$ cat src/rtl/hdr_pkg.sv
package hdr_pkg;

    typedef enum logic [2:0] {
        HE_NONE = 3'd0,
        HE_CRC  = 3'd1,
        HE_FMT  = 3'd2,
        HE_BAD  = 3'd3,
        HE_SKIP = 3'd4,
        HE_CMP  = 3'd5
    } hdr_err_e;

    typedef enum logic [1:0] {
        ST_IDLE = 2'd0,
        ST_CYL  = 2'd1,
        ST_TRK  = 2'd2,
        ST_CRCW = 2'd3
    } hdr_state_e;

    localparam int HDR_WORD_W = 16;
    localparam int FLAG_FMT   = 12;
    localparam int FLAG_SKIP  = 13;
    localparam int FLAG_OK_LO = 14;
    localparam int FLAG_OK_HI = 15;

    function automatic logic [15:0] crc16_step(input logic [15:0] seed,
                                               input logic [15:0] din,
                                               input logic [15:0] poly);
        logic [15:0] c;
        logic        fb;
        c = seed;
        for (int i = 15; i >= 0; i--) begin
            fb = c[15] ^ din[i];
            c  = {c[14:0], 1'b0};
            if (fb) c = c ^ poly;
        end
        return c;
    endfunction

endpackage

$ cat src/rtl/hdr_judge.sv
module hdr_judge
    import hdr_pkg::*;
#(
    parameter int CYL_W = 10
) (
    input  logic [15:0]      cyl_word,
    input  logic [15:0]      ts_word,
    input  logic [15:0]      crc_calc,
    input  logic [15:0]      crc_word,
    input  logic [CYL_W-1:0] des_cyl,
    input  logic [7:0]       des_trk,
    input  logic [7:0]       des_sec,
    input  logic             inhibit,
    output hdr_err_e         code
);

    localparam int BYTE_W = HDR_WORD_W / 2;

    logic crc_bad, fmt_bad, sec_bad, skip_set, addr_diff;

    always_comb begin
        crc_bad   = (crc_calc != crc_word);
        fmt_bad   = !cyl_word[FLAG_FMT];
        sec_bad   = !(cyl_word[FLAG_OK_HI] && cyl_word[FLAG_OK_LO]);
        skip_set  = cyl_word[FLAG_SKIP];
        addr_diff = (cyl_word[CYL_W-1:0] != des_cyl)
                 || (ts_word[HDR_WORD_W-1:BYTE_W] != des_trk)
                 || (ts_word[BYTE_W-1:0] != des_sec);
    end

    always_comb begin
        if (crc_bad)                     code = HE_CRC;
        else if (fmt_bad)                code = HE_FMT;
        else if (sec_bad)                code = HE_BAD;
        else if (skip_set)               code = HE_SKIP;
        else if (addr_diff && !inhibit)  code = HE_CMP;
        else                             code = HE_NONE;
    end

endmodule

$ cat config.mk
export PLATFORM = sky130hd
export DESIGN_NAME = hdr_judge
export DESIGN_NICKNAME = d
export VERILOG_FILES = /design/src/rtl/hdr_pkg.sv /design/src/rtl/hdr_judge.sv
export SDC_FILE = /design/constraint.sdc
export NUM_CORES = 1
export LEC_CHECK = 0
export BUFFER_PORTS_ARGS = -buffer_cell sky130_fd_sc_hd__buf_2
export CAP_MARGIN = 5
export CORE_MARGIN = 4
export CORE_UTILIZATION = 28
export DETAILED_ROUTE_END_ITERATION = 8
export GPL_ROUTABILITY_DRIVEN = 0
export PLACE_DENSITY = 0.82
export SYNTH_ARGS = -nofsm -noshare
export SYNTH_HDL_FRONTEND = slang
export SYNTH_SLANG_ARGS = --single-unit
export TNS_END_PERCENT = 1
$ cat constraint.sdc
create_clock -name vclk -period 1.55
set_input_delay 0.2325 -clock vclk [all_inputs]
set_output_delay 0.2325 -clock vclk [all_outputs]
set_load 0.1 [all_outputs]
======== Word-level counts from Yosys, hierarchy flattened ========
Cells that the tools add are included.
operators by class
  equal/unequal tests ..................... 4
  mux-type cells .......................... 5
  reductions and logical operators ........ 5
operator list
  operator             count
  $ne A16 B16 Y1       1
  $ne A8 B8 Y1         2
  $mux W3              5
  $ne A10 B10 Y1       1
  $logic_and A1 B1 Y1  2
  $logic_or A1 B1 Y1   2
  $logic_not A1 Y1     1
storage, ports and cells
  bits in registers ....................... 0
  input port bits ......................... 91
  output and inout bits ................... 3
  word-level logic and storage cells ...... 14

======== Longest topological paths before layout ========
Gate-level depths: netlist of the first run.
  depth in word-level cells ............... 9
  depth in mapped cells ................... 5
  mapped depth without buffers ............ 5

======== Worst setup path after synthesis of the first run ========
No wires, ideal clock.
  kind .................................... input -> output
  start point ............................. input crc_word[0]
  end point ............................... output code[1]
  arrival ................................. 2.144 ns
  required time ........................... 1.317 ns
  path slack .............................. -0.826 ns
  stages on the path ...................... 4
  buffers on the path ..................... 0
  cells stage by stage .................... xor2_1 > nor4_1 > nand4_1 > nor2b_1
on the way
  longest elaborated chain between the ends .. 2
RTL lines
  item            RTL line         RTL
  from (decl)     hdr_judge.sv:9   input logic [15:0] crc_word,
  $ne A16 B16 Y1  hdr_judge.sv:22  crc_bad = (crc_calc != crc_word);
  $mux W3         hdr_judge.sv:32  if (crc_bad) code = HE_CRC;
  to (decl)       hdr_judge.sv:14  output hdr_err_e code
Every way passes these cells.

======== Worst setup path after layout of the first run ========
  start point ............................. input des_cyl[1]
  end point ............................... output code[0]
on the way
  longest elaborated chain between the ends .. 9
RTL lines
  item                 RTL line         RTL
  from (decl)          hdr_judge.sv:10  input logic [CYL_W-1:0] des_cyl,
  $ne A10 B10 Y1       hdr_judge.sv:26  addr_diff = (cyl_word[CYL_W-1:0] != des_cyl)
  $logic_or A1 B1 Y1   hdr_judge.sv:27  || (ts_word[HDR_WORD_W-1:BYTE_W] != des_trk)
  $logic_or A1 B1 Y1   hdr_judge.sv:28  || (ts_word[BYTE_W-1:0] != des_sec);
  $logic_and A1 B1 Y1  hdr_judge.sv:36  else if (addr_diff && !inhibit) code = HE_CMP;
  $mux W3              hdr_judge.sv:36
  $mux W3              hdr_judge.sv:35  else if (skip_set) code = HE_SKIP;
  $mux W3              hdr_judge.sv:34  else if (sec_bad) code = HE_BAD;
  $mux W3              hdr_judge.sv:33  else if (fmt_bad) code = HE_FMT;
  $mux W3              hdr_judge.sv:32
Every way passes these cells.

==> impl_metrics.py, run 1 <==
metrics = {
    "outcome": {
        "status": "finished with violations",
        "violations": "negative setup slack",
    },
    "route": {
        "vias_per_cell": 4.52,
        "wl_per_cell_um": 11.9,
        "final_antenna_net_count": 0,
        "first_pass_iters": 3,
        "route.detailed.drc": 0,
        "drtIter0Drc": 4,
        "wl_um": 2190,
        "num_vias": 831,
    },
    "final_layout": {
        "drive_gt1_share_pct": 66.0,
        "area_delta_synth_final_pct": 128,
        "nNetsFinal": 252,
        "final_cell_mix": "buf_2, xor2_1, xnor2_1",
        "design.seq.count": 0,
        "finalNonFillerCells": 184,
        "fin_area_um2": 1170,
        "num-fill-cells": 151,
        "seq_area_um2": 0,
        "final_common_cell": "buf_2",
        "antenna_cells": 0,
        "final.clkbuf_count": 0,
    },
    "placement": {
        "dpl_cell_area_um2": 1070,
        "placed_cells": 184,
        "preCtsSetupSlack_ns": -0.412,
        "dp_hpwl_um": 2030,
        "portBuffers": 92,
    },
    "setup_path": {
        "end_kind": "output pin",
        "arrival_ns": 1.64,
        "required_ns": 1.32,
        "critical_path_class": "in2out",
        "crit_fanout": 2,
        "critPathLaunchType": "input pin",
    },
    "logic_synthesis": {
        "synth_area_leaders": "xnor2_1, xor2_1, nand4_1",
        "ys_seq_area_share_pct": 0,
        "synthCells": 65,
        "avgSynthCellArea_um2": 7.87,
        "synth_top_cell_area_share_pct": 37.7,
        "syn_nets": 156,
        "synth_area_leader_cell": "xnor2_1",
        "synth_warnings": 0,
        "syn_area_um2": 512,
        "synth.distinct_cells": 13,
    },
    "die": {
        "initial_utilization_pct": 29.6,
        "io_pins": 94,
        "core-area_um2": 1730,
        "fp.dieArea_um2": 2580,
        "fp-row-count": 15,
        "die_x_um": 50.8,
        "die_h_um": 50.8,
    },
    "timing": {
        "max_freq_mhz": 535,
        "finalHoldViolCount": 0,
        "drv_slew": 0,
        "finalCritPeriodShare_pct": 121,
        "fin_hold_ws_ns": 0.871,
        "relSlewSlack_pct": 79.4,
        "setup_slack_ns": -0.318,
        "layout_min_cycle_time_ns": 1.87,
        "finalSetupViolations": 3,
        "rsz0062_at_grt": "yes",
        "setup_tns_ns": -0.641,
        "worst_slew_pin_slew_ns": 0.306,
    },
    "clock_network": {
        "ctsHoldBuffers": 0,
        "post_cts_buffers": 0,
    },
    "power": {
        "cellPowerDensity_nw_per_um2": 224,
        "leakagePower_nw": 0.580,
        "max-vdd-ir-drop_uv": 139,
    },
    "hold_path": {
        "hp-class": "in2out",
        "hold_start": "cyl_word[13]",
        "hold_path_depth": 3,
        "holdPathEnd": "code[2]",
    },
    "global_route": {
        "grt_pass1_wl_um": 3240,
        "antenna_found_initial": 0,
        "gr-total-overflow": 0,
        "grt_usage_pct": 16.1,
        "grt_max_degree": 4,
        "grt_pass1_vias": 850,
    },
    "run": {
        "maxCapViolCount": 0,
    },
}
-- Yosys cell counts, drive strengths merged --
cell / instances
a221o: 1
nor2b: 1
nand3: 2
xor2: 20
nand4: 6
nor4: 6
xnor2: 22
nand2: 2
nor3b: 1
nor2: 2
o21a: 1
a31oi: 1
-- worst max-delay path by stage --
stage | from | end | slack, ns | depth (start not counted)
floorplan | crc_word[0] | code[1] | -0.08 | 4
detailed placement | des_trk[1] | code[0] | -0.41 | 7
CTS | des_sec[4] | code[0] | -0.28 | 7
global placement | des_cyl[9] | code[0] | -0.41 | 7
finish | des_cyl[1] | code[0] | -0.32 | 7
global route | des_cyl[1] | code[0] | -0.36 | 7
-- cell families after synthesis --
| family | share of synthesized area [%] |
|---|---|
| xor+xnor | 71.9 |
| simple gates | 23.5 |
| compound gates | 4.65 |
-- stage by stage --
step	power [mW]	utilization, %
after floorplan	0.0974	-
after global placement	0.229	62.2
after detailed placement	0.240	62.2
after CTS	0.249	65.3
after global routing	0.286	67.7
final	0.261	67.7
-- report_power, final --
group	switching, mW	internal, mW
Clock	0	0
Sequential	0	0
Combinational	0.100	0.161
-- final cells by class --
class | instances | area, µm² | share of cell area, %
well taps | 25 | 31.3 | 2.68
repair buffers | 94 | 552 | 47.2
multi-input cells | 65 | 586 | 50.1
-- repair_timing --
item,4_1_cts,5_1_grt
endpoints found under the setup margin,3,3
cloned,0,0
pin swaps,4,3
resized for setup,11,8
-- metal layers --
metal | part of all wire, % | track usage, %
met1 | 29 | 14.2
met2 | 59 | 35.9
met3 | 10 | 2.67
met4 | 2.3 | 3.59
met5 | 0 | 0
-- critical path: stages --
cell and delay (ns):
buf_6 0.10, xnor2_2 0.15, nand4_1 0.13, nor4_2 0.37, nand3_2 0.11, a221o_4 0.37
buf_12 0.17
No activity file was read; power rests on OpenSTA's default activity.
==> run 2, diff against run 1 <==
==> config.mk (replaced) <==
export PLATFORM = sky130hd
export DESIGN_NAME = hdr_judge
export DESIGN_NICKNAME = d
export VERILOG_FILES = /design/src/rtl/hdr_pkg.sv /design/src/rtl/hdr_judge.sv
export SDC_FILE = /design/constraint.sdc
export NUM_CORES = 1
export LEC_CHECK = 0
export CAP_MARGIN = 5
export CORE_AREA = 4 4 41 43
export DETAILED_ROUTE_END_ITERATION = 8
export DIE_AREA = 0 0 45 47
export DONT_BUFFER_PORTS = 1
export GPL_ROUTABILITY_DRIVEN = 0
export PLACE_DENSITY = 0.6
export SYNTH_ARGS = -nofsm -noshare
export SYNTH_HDL_FRONTEND = slang
export SYNTH_SLANG_ARGS = --single-unit
export TNS_END_PERCENT = 1
==> run 2 against run 1 <==
Compared with the run above: the flow still finishes with violations (negative setup slack); power shrank 57%; routed wire length down 35%; global-route usage shrank 6.3 points; critical path type unchanged; largest cell class unchanged.
==> impl_metrics.py, run 2 (synthesized netlist as in run 1, its figures left out) <==
metrics = {
    "outcome": {
        "status": "finished with violations",
        "violations": "negative setup slack",
    },
    "hold_path": {
        "hold_path_depth": 2,
        "hp-class": "in2out",
    },
    "final_layout": {
        "final.clkbuf_count": 0,
        "drive_gt1_share_pct": 13.4,
        "area_delta_synth_final_pct": 20.8,
        "design.seq.count": 0,
        "final_cell_mix": "xor2_1, xnor2_1, nand4_1",
        "fin_util_pct": 47.5,
        "antenna_cells": 0,
        "nNetsFinal": 160,
        "seq_area_um2": 0,
        "finalNonFillerCells": 82,
    },
    "timing": {
        "drv_slew": 0,
        "rsz0062_at_grt": "yes",
        "finalCritPeriodShare_pct": 110,
        "max_freq_mhz": 588,
        "finalSetupViolations": 2,
        "worst_slew_pin_slew_ns": 0.359,
        "finalHoldViolCount": 0,
        "fin_hold_ws_ns": 0.747,
        "relSlewSlack_pct": 75.8,
        "layout_min_cycle_time_ns": 1.70,
        "setup_slack_ns": -0.151,
    },
    "die": {
        "core-area_um2": 1300,
        "io_pins": 94,
        "initial_utilization_pct": 39.3,
        "die_h_um": 47,
        "fp.dieArea_um2": 2120,
        "fp-row-count": 13,
        "die_x_um": 45,
    },
    "setup_path": {
        "critical_path_class": "in2out",
        "crit_fanout": 2,
        "end_kind": "output pin",
        "critPathLaunchType": "input pin",
        "required_ns": 1.32,
        "arrival_ns": 1.47,
    },
    "clock_network": {
        "ctsHoldBuffers": 0,
        "post_cts_buffers": 0,
    },
    "global_route": {
        "grt_max_degree": 4,
        "grt_usage_pct": 9.84,
        "gr-total-overflow": 0,
        "grt_pass1_wl_um": 1620,
        "grt_pass1_vias": 453,
        "antenna_found_initial": 0,
    },
    "route": {
        "vias_per_cell": 6.01,
        "route.detailed.drc": 0,
        "wl_per_cell_um": 17.4,
        "first_pass_iters": 4,
        "num_vias": 493,
        "final_antenna_net_count": 0,
        "drtIter0Drc": 4,
        "wl_um": 1420,
    },
    "power": {
        "leakagePower_nw": 0.193,
        "max-vdd-ir-drop_uv": 77.3,
        "p_total_uw": 112,
        "cellPowerDensity_nw_per_um2": 180,
    },
    "placement": {
        "dp_hpwl_um": 1410,
        "portBuffers": 0,
        "placed_cells": 82,
    },
    "run": {
        "maxCapViolCount": 0,
    },
}
-- run 2: layout make-up --
type / count / area (µm²)
timing repair buffer: 2 / 40.0
fill: 128 / 683
multi-input combinational: 65 / 559
tap: 15 / 18.8
-- run 2: path summary, 6_finish.rpt --
| check | slack [ns] | end | start |
|---|---|---|---|
| setup / recovery | -0.15 | code[0] | des_trk[1] |
| hold / removal | 0.75 | code[2] | cyl_word[13] |
-- run 2: timing repair --
item / in CTS / in global routing
cloned: 0 / 0
pin swaps: 1 / 1
endpoints found under the setup margin: 3 / 3
resized for setup: 1 / 2
-- run 2: worst max-delay path: stages --
cell     delay [ns]
xnor2_1        0.14
nand4_1        0.12
nor4_2         0.33
nand3_1        0.13
a221o_4        0.52
-- run 2: through the flow --
step / setup slack (ns) / area (µm²) / TNS (ns)
2_1_floorplan: -0.0797 / 538 / -0.178
3_3_place_gp: -0.206 / 597 / -0.403
3_5_place_dp: -0.213 / 597 / -0.423
4_1_cts: -0.186 / 603 / -0.343
5_1_grt: -0.217 / 618 / -0.435
6_report: -0.151 / 618 / -0.257
-- run 2: where the power goes --
group / leakage [nW] / internal [mW] / switching, mW / total, mW
registers: 0 / 0 / 0 / 0
clock network: 0 / 0 / 0 / 0
logic: 0.193 / 0.0736 / 0.0379 / 0.112
-- run 2: routing by layer --
layer | track usage, % | vias to the layer above | wire length, µm
met3 | 1.53 | 0 | 260
met4 | 0 | 0 | 0
met1 | 8.11 | 206 | 364
met2 | 24.0 | 55 | 798
li1 | - | 232 | -
met5 | 0 | - | 0
